### src/rtl/pxseq_pkg.sv
// Shared constants, types and the step pattern table of the pixel phase
// sequencer. Assumes the enable vector bit order given by the SW_* indices.
package pxseq_pkg;

    localparam int NSW       = 10;
    localparam int NSTEP     = 11;
    localparam int IDX_W     = $clog2(NSTEP + 1);

    localparam int SW_PRE    = 0;
    localparam int SW_RST    = 1;
    localparam int SW_ROW    = 2;
    localparam int SW_DUM    = 3;
    localparam int SW_XFR    = 4;
    localparam int SW_REF    = 5;
    localparam int SW_HOLD1  = 6;
    localparam int SW_OREF   = 7;
    localparam int SW_COL    = 8;
    localparam int SW_HOLD2  = 9;

    typedef logic [NSW-1:0] sw_vec_t;

    typedef enum logic [1:0] {
        M_IDLE,
        M_STEP,
        M_GAP,
        M_FIN
    } mode_t;

    // Switch state held during step k (k counts from 0); all off past the end.
    function automatic sw_vec_t step_pattern(input logic [IDX_W-1:0] k);
        sw_vec_t v;
        v = '0;
        case (k)
            4'd0: begin v[SW_PRE] = 1'b1; v[SW_RST] = 1'b1; v[SW_ROW] = 1'b1; end
            4'd1: begin v[SW_RST] = 1'b1; end
            4'd2: begin v[SW_RST] = 1'b1; v[SW_DUM] = 1'b1; v[SW_XFR] = 1'b1; end
            4'd3: begin v[SW_RST] = 1'b1; end
            4'd4: begin v[SW_RST] = 1'b1; v[SW_REF] = 1'b1; end
            4'd5: begin v[SW_REF] = 1'b1; end
            4'd6: begin v[SW_REF] = 1'b1; v[SW_ROW] = 1'b1; v[SW_XFR] = 1'b1;
                        v[SW_HOLD1] = 1'b1; end
            4'd7: begin v[SW_REF] = 1'b1; v[SW_ROW] = 1'b1; v[SW_XFR] = 1'b1; end
            4'd8: begin v[SW_REF] = 1'b1; v[SW_ROW] = 1'b1; v[SW_XFR] = 1'b1;
                        v[SW_OREF] = 1'b1; end
            4'd9: begin v[SW_REF] = 1'b1; v[SW_ROW] = 1'b1; v[SW_XFR] = 1'b1; end
            4'd10: begin v[SW_REF] = 1'b1; v[SW_ROW] = 1'b1; v[SW_XFR] = 1'b1;
                         v[SW_COL] = 1'b1; v[SW_HOLD2] = 1'b1; end
            default: v = '0;
        endcase
        return v;
    endfunction

endpackage

### src/rtl/pxseq_timer.sv
// Down-counter that measures one step or one separation interval.
// Assumes load_val is at least 1; last is high in the final clock of the
// interval that the most recent load started.
module pxseq_timer #(
    parameter int LEN_W = 8
) (
    input  logic             clk,
    input  logic             rst_n,
    input  logic             load,
    input  logic [LEN_W-1:0] load_val,
    output logic             last
);

    logic [LEN_W-1:0] cnt;

    // Count down the clocks remaining in the current interval.
    always_ff @(posedge clk) begin
        if (!rst_n)
            cnt <= '0;
        else if (load)
            cnt <= load_val - 1'b1;
        else if (cnt != '0)
            cnt <= cnt - 1'b1;
    end

    // Final clock of the interval.
    assign last = (cnt == '0);

    // A zero-length interval would wrap the counter.
    assert_load_nonzero_R5: assert property (@(posedge clk) disable iff (!rst_n)
        load |-> (load_val != '0));

endmodule

### src/rtl/pxseq_pattern.sv
// Decodes sequencer position into switch enables. During a separation
// interval after step idx only switches on in both neighbouring steps stay on.
// Assumes idx stays below NSTEP while active.
module pxseq_pattern
    import pxseq_pkg::*;
(
    input  logic             active,
    input  logic             in_gap,
    input  logic [IDX_W-1:0] idx,
    output sw_vec_t          sw
);

    sw_vec_t cur_pat;
    sw_vec_t nxt_pat;

    // Patterns of the current and the following step.
    always_comb begin
        cur_pat = step_pattern(idx);
        nxt_pat = step_pattern(idx + 1'b1);
    end

    // Select the visible enable set.
    always_comb begin
        if (!active)
            sw = '0;
        else if (in_gap)
            sw = cur_pat & nxt_pat;
        else
            sw = cur_pat;
    end

endmodule

### src/rtl/pxseq_top.sv
// Pixel phase sequencer: runs the eleven-step switch choreography of one
// charge-transfer sensing cycle after a start strobe, with a captured step
// length and GAP_CLKS separation clocks between steps, then pulses done.
// Assumes GAP_CLKS fits in LEN_W bits and is at least 1.
module pxseq_top
    import pxseq_pkg::*;
#(
    parameter int LEN_W    = 8,
    parameter int GAP_CLKS = 1
) (
    input  logic             clk,
    input  logic             rst_n,
    input  logic             start,
    input  logic [LEN_W-1:0] step_len,
    output logic             sw_pre,
    output logic             sw_rst,
    output logic             sw_row,
    output logic             sw_dum,
    output logic             sw_xfr,
    output logic             sw_ref,
    output logic             sw_hold1,
    output logic             sw_oref,
    output logic             sw_col,
    output logic             sw_hold2,
    output logic             done
);

    localparam logic [LEN_W-1:0] GAP_VAL   = LEN_W'(GAP_CLKS);
    localparam logic [IDX_W-1:0] LAST_STEP = IDX_W'(NSTEP - 1);

    mode_t            mode;
    logic [IDX_W-1:0] idx;
    logic [LEN_W-1:0] len_q;
    logic [LEN_W-1:0] len_eff;
    logic [LEN_W-1:0] load_val;
    logic             load;
    logic             last;
    sw_vec_t          sw;

    // Requested length with zero promoted to one.
    assign len_eff = (step_len == '0) ? LEN_W'(1) : step_len;

    // Timer reload points and the value loaded at each.
    always_comb begin
        load     = 1'b0;
        load_val = len_q;
        case (mode)
            M_IDLE: begin load = start; load_val = len_eff; end
            M_STEP: begin load = last && (idx != LAST_STEP); load_val = GAP_VAL; end
            M_GAP:  begin load = last; load_val = len_q; end
            default: begin load = 1'b0; load_val = len_q; end
        endcase
    end

    // Sequencer position: mode, step index and captured step length.
    always_ff @(posedge clk) begin
        if (!rst_n) begin
            mode  <= M_IDLE;
            idx   <= '0;
            len_q <= LEN_W'(1);
        end else begin
            case (mode)
                M_IDLE: if (start) begin
                    mode  <= M_STEP;
                    idx   <= '0;
                    len_q <= len_eff;
                end
                M_STEP: if (last) begin
                    mode <= (idx == LAST_STEP) ? M_FIN : M_GAP;
                end
                M_GAP: if (last) begin
                    mode <= M_STEP;
                    idx  <= idx + 1'b1;
                end
                default: begin
                    mode <= M_IDLE;
                    idx  <= '0;
                end
            endcase
        end
    end

    pxseq_timer #(.LEN_W(LEN_W)) u_timer (
        .clk      (clk),
        .rst_n    (rst_n),
        .load     (load),
        .load_val (load_val),
        .last     (last)
    );

    pxseq_pattern u_pattern (
        .active (mode == M_STEP || mode == M_GAP),
        .in_gap (mode == M_GAP),
        .idx    (idx),
        .sw     (sw)
    );

    // Fan the enable vector out to the named ports.
    always_comb begin
        sw_pre   = sw[SW_PRE];
        sw_rst   = sw[SW_RST];
        sw_row   = sw[SW_ROW];
        sw_dum   = sw[SW_DUM];
        sw_xfr   = sw[SW_XFR];
        sw_ref   = sw[SW_REF];
        sw_hold1 = sw[SW_HOLD1];
        sw_oref  = sw[SW_OREF];
        sw_col   = sw[SW_COL];
        sw_hold2 = sw[SW_HOLD2];
        done     = (mode == M_FIN);
    end

    // Reset clears every enable at the next edge.
    assert_reset_clears_R1: assert property (@(posedge clk)
        !rst_n |=> (sw == '0 && !done));

    // Idle drives nothing.
    assert_idle_quiet_R2: assert property (@(posedge clk) disable iff (!rst_n)
        (mode == M_IDLE) |-> (sw == '0 && !done));

    // No enable rises in a cycle where another falls.
    assert_no_overlap_R6: assert property (@(posedge clk) disable iff (!rst_n)
        !((|(sw & ~$past(sw))) && (|(~sw & $past(sw)))));

    // done lasts one clock, with all enables off.
    assert_done_single_R7: assert property (@(posedge clk) disable iff (!rst_n)
        done |=> !done);
    assert_done_quiet_R7: assert property (@(posedge clk) disable iff (!rst_n)
        done |-> (sw == '0));

    // A running sequence never restarts at step 1 without passing idle.
    assert_no_restart_R8: assert property (@(posedge clk) disable iff (!rst_n)
        (mode == M_STEP && idx != '0) |=> (mode == M_IDLE || idx != '0));

endmodule

### config.mk
export PLATFORM = sky130hd
export DESIGN_NAME = pxseq_top
export DESIGN_NICKNAME = d
export VERILOG_FILES = /design/src/rtl/pxseq_pkg.sv /design/src/rtl/pxseq_timer.sv /design/src/rtl/pxseq_pattern.sv /design/src/rtl/pxseq_top.sv
export SDC_FILE = /design/constraint.sdc
export NUM_CORES = 1
export LEC_CHECK = 0
export BUFFER_PORTS_ARGS = -buffer_cell sky130_fd_sc_hd__buf_2
export CORE_ASPECT_RATIO = 0.9
export CORE_UTILIZATION = 62
export DETAILED_ROUTE_END_ITERATION = 6
export PLACE_DENSITY = 0.84
export SYNTH_ARGS = -nofsm -noshare
export SYNTH_HDL_FRONTEND = slang
export SYNTH_SLANG_ARGS = --single-unit
export TNS_END_PERCENT = 5
### constraint.sdc
create_clock -name clk -period 6.1 [get_ports clk]
set_input_delay 0.305 -clock clk [delete_from_list [all_inputs] [get_ports clk]]
set_output_delay 0.305 -clock clk [all_outputs]
set_load 0.02 [all_outputs]
==> qor.txt <==
Global route overflow -> 0
Switch Pwr -> 0.3508 mW
CP endpoint kind -> flop
Arrival time at the worst endpoint -> 3.62 ns
Fmax -> 293.4 MHz
Total global-route track usage -> 28.65%
Comb pwr share -> 63.2%
Clock transition at path regs -> 0.11 ns
Setup Skew -> 0.008016 ns
Post-CTS Repair Setup Buffers -> 0
FFs w/ async S/R, synth -> 0%
Worst slew pin tran -> 0.6468 ns
IO Count -> 22
Crit-path cells -> inv_1 -> ha_1 -> and2_1 -> a41oi_4 -> nor2_2 -> mux2i_1 -> ha_1 -> or4b_4 -> a21oi_2 -> xnor2_1 -> nor2_2
Hold_buf cts -> 0
Max_cap viols -> 0
Path depth of the worst reg2reg path -> 11
Final setup vio count -> 0
Net Sw Frac -> 47.23%
Pre-antenna DRT Iters -> 5
FF-to-FF setup slack -> 2.69 ns
CTS root buffer -> clkbuf_4
Worst path slowest cell -> ha_1
First-pass GRT wire length -> 6.665 mm
Fin crit period -> 3.409 ns
Routability cong. -> 0.9576
DR WL/cell -> 15.48 µm
Area Overhead vs Synth -> 6.970%
Power share of the clock group -> 8.9%
Clock Path Buffers -> 2
Clock Latency Late Sink -> 0.32 ns
ANT nets after route -> 0
Row Count -> 17
Hold_sp -> rst_n
Stages on the worst setup path -> 11
Antenna violations before repair -> 0
CTS resizes -> 0
TritonCTS buffer count -> 3
Most common cell after layout, fill and taps aside -> a21oi_1
YS warnings -> 0
Diodes inserted -> 0
Hold path cells -> 2
DRT iter0 DRCs -> 121
RSZ-0062 raised after global routing -> no
Fin area -> 1882 µm²
HPWL after DPL -> 3.204 mm
Most frequent cells in the layout -> 25 x a21oi_1, 23 x nand2_1, 22 x dfxtp_1, 21 x buf_2, 17 x nor2_1
Worst setup endpoint -> u_timer.cnt[4]$_SDFFE_PN0P_
Post-synth EDFFs -> 0
Total negative slack -> 0 ns
Final-stage net count -> 256
Status -> finished, final reports clean
Layout cells sized above 1 -> 17.75%
Synth Area per Inst -> 8.033 µm²
Die Area -> 3055 µm²
Filler cells -> 203
Clk sinks -> 22
Yosys cell types -> 54
Largest net degree at the start of global routing -> 22
Seq pwr share -> 27.9%
Critical Path RT -> 6.31 ns
Vias in the first global route -> 1464
Worst r2r src -> mode[1]$_SDFFE_PN0P_
Synthesized flop and latch total -> 22
Synthesized area -> 1759 µm²
CP Launch Type -> flop
Crit Path Class -> reg -> reg
Tcrit/Tclk final -> 55.88%
LEAKAGE -> 0.7242 nW
Slew HR -> 56.33%
Worst Hold Class -> in -> reg
Pins Over Slew Limit -> 0
CP max FO -> 21
Peak supply drop -> 0.2583 mV
Starting Density -> 68.35%
Post-Syn Nets -> 242
Via-per-instance ratio -> 6.253
Crit path buffers/inverters -> 1
Max incr delay on CP -> 0.58 ns
Post-synthesis sequential area ratio -> 25.04%
Register area -> 440.4 µm²
Die Wd -> 58.15 µm
I/O Buffers -> 21
Worst r2r dst -> u_timer.cnt[4]$_SDFFE_PN0P_
Pwr Density -> 394.7 nW/µm²
Die Height -> 52.54 µm
Total core area -> 2574 µm²
Gate Count Post-Synth -> 219
Overall power -> 0.7427 mW
H-tree depth -> 1
Post-route DRC -> 0
Hold Vio Cnt, Final -> 0
Vias -> 1682
Crit path from -> mode[1]$_SDFFE_PN0P_
Placed cell areas -> 1859 µm²
CTS tree -> built
Internal power -> 0.3919 mW
Total Wirelength -> 4.164 mm
Main synth FF type -> dfxtp_1
Multi-input gate area -> 1236 µm²
CP delay by family, top -> simple AND/OR/NAND/NOR gates
## cell families after synthesis
family / after synthesis / synth area share [%]
fa+ha+maj: 12 / 8.535
buf+inv: 20 / 4.694
compound gates: 60 / 24.33
xor+xnor: 5 / 2.490
simple gates: 91 / 29.66
flops: 22 / 25.04
mux: 9 / 5.263
## power by group through the flow
stage / clock (mW) / sequential, mW / combinational, mW
6_report: 0.0661 / 0.207 / 0.470
5_1_grt: 0.0721 / 0.209 / 0.517
4_1_cts: 0.0676 / 0.206 / 0.466
3_5_place_dp: 0 / 0.210 / 0.464
3_3_place_gp: 0 / 0.207 / 0.450
2_1_floorplan: 0 / 0.202 / 0.381
## synth_stat cells (all sizes together), types with 2 or more instances
cell type | number | area share [%]
a21oi | 26 | 7.6
nand2 | 23 | 4.9
dfxtp | 22 | 25
nor2 | 19 | 4.3
ha | 12 | 8.5
o21ai | 11 | 3.1
inv | 8 | 1.7
buf | 7 | 1.9
mux2i | 7 | 4.0
nand3 | 7 | 2.0
nor3b | 7 | 3.0
nor2b | 6 | 2.1
nor3 | 6 | 1.7
clkbuf | 5 | 1.1
nand2b | 5 | 1.8
nor4 | 5 | 3.5
a31oi | 3 | 1.1
nand4 | 3 | 1.4
o31ai | 3 | 2.6
xnor2 | 3 | 1.5
a211oi | 2 | 1.1
a31o | 2 | 1.0
and2 | 2 | 0.71
mux2 | 2 | 1.3
nand3b | 2 | 0.85
o21a | 2 | 1.3
xor2 | 2 | 1.0
## registers in the layout, indices dropped and copies added (netlist names)
signal       flops
len_q            8
mode             2
u_timer.cnt      8
idx              4
## per-stage QoR
stage / cells / setup WS [ns] / util (%) / hold WS, ns
2_1_floorplan: 219 / 3.301 / - / 0.3812
3_5_place_dp: 266 / 2.701 / 72.24 / 0.4447
3_3_place_gp: 266 / 2.958 / 72.24 / 0.4396
5_1_grt: 269 / 2.397 / 73.12 / 0.2123
6_report: 269 / 2.691 / 73.12 / 0.2132
4_1_cts: 269 / 2.710 / 73.12 / 0.2054
## layer usage
layer	vias up	routed length, µm	track usage, %
li1	812	-	-
met1	769	1853	39.46
met2	95	1901	47.32
met3	6	367	4.444
met4	0	42	5.952
met5	-	0	0
## worst reg2reg max path: stages (launching register included)
cell,delay (ns)
dfxtp_1,0.35
inv_1,0.12
ha_1,0.58
and2_1,0.45
a41oi_4,0.09
nor2_2,0.30
mux2i_1,0.33
ha_1,0.28
or4b_4,0.48
a21oi_2,0.14
xnor2_1,0.14
nor2_2,0.04
## worst min path at each step
| stage | slack (ns) | to |
|---|---|---|
| global route | 0.21 | len_q[0]$_SDFFE_PN1P_ |
| CTS | 0.21 | len_q[0]$_SDFFE_PN1P_ |
| finish | 0.21 | len_q[0]$_SDFFE_PN1P_ |
| detailed placement | 0.44 | len_q[1]$_SDFFE_PN0P_ |
| global placement | 0.44 | len_q[7]$_SDFFE_PN0P_ |
| floorplan | 0.38 | len_q[0]$_SDFFE_PN1P_ |
## area by class of cell
class | instances | share of cell area, %
multi-input cells | 177 | 65.69
repair buffers | 21 | 5.585
inverters | 8 | 1.596
flip-flops and latches | 22 | 23.40
well taps | 38 | 2.527
clock buffers | 3 | 1.197
Note: power is estimated with default switching activity, not from simulation.
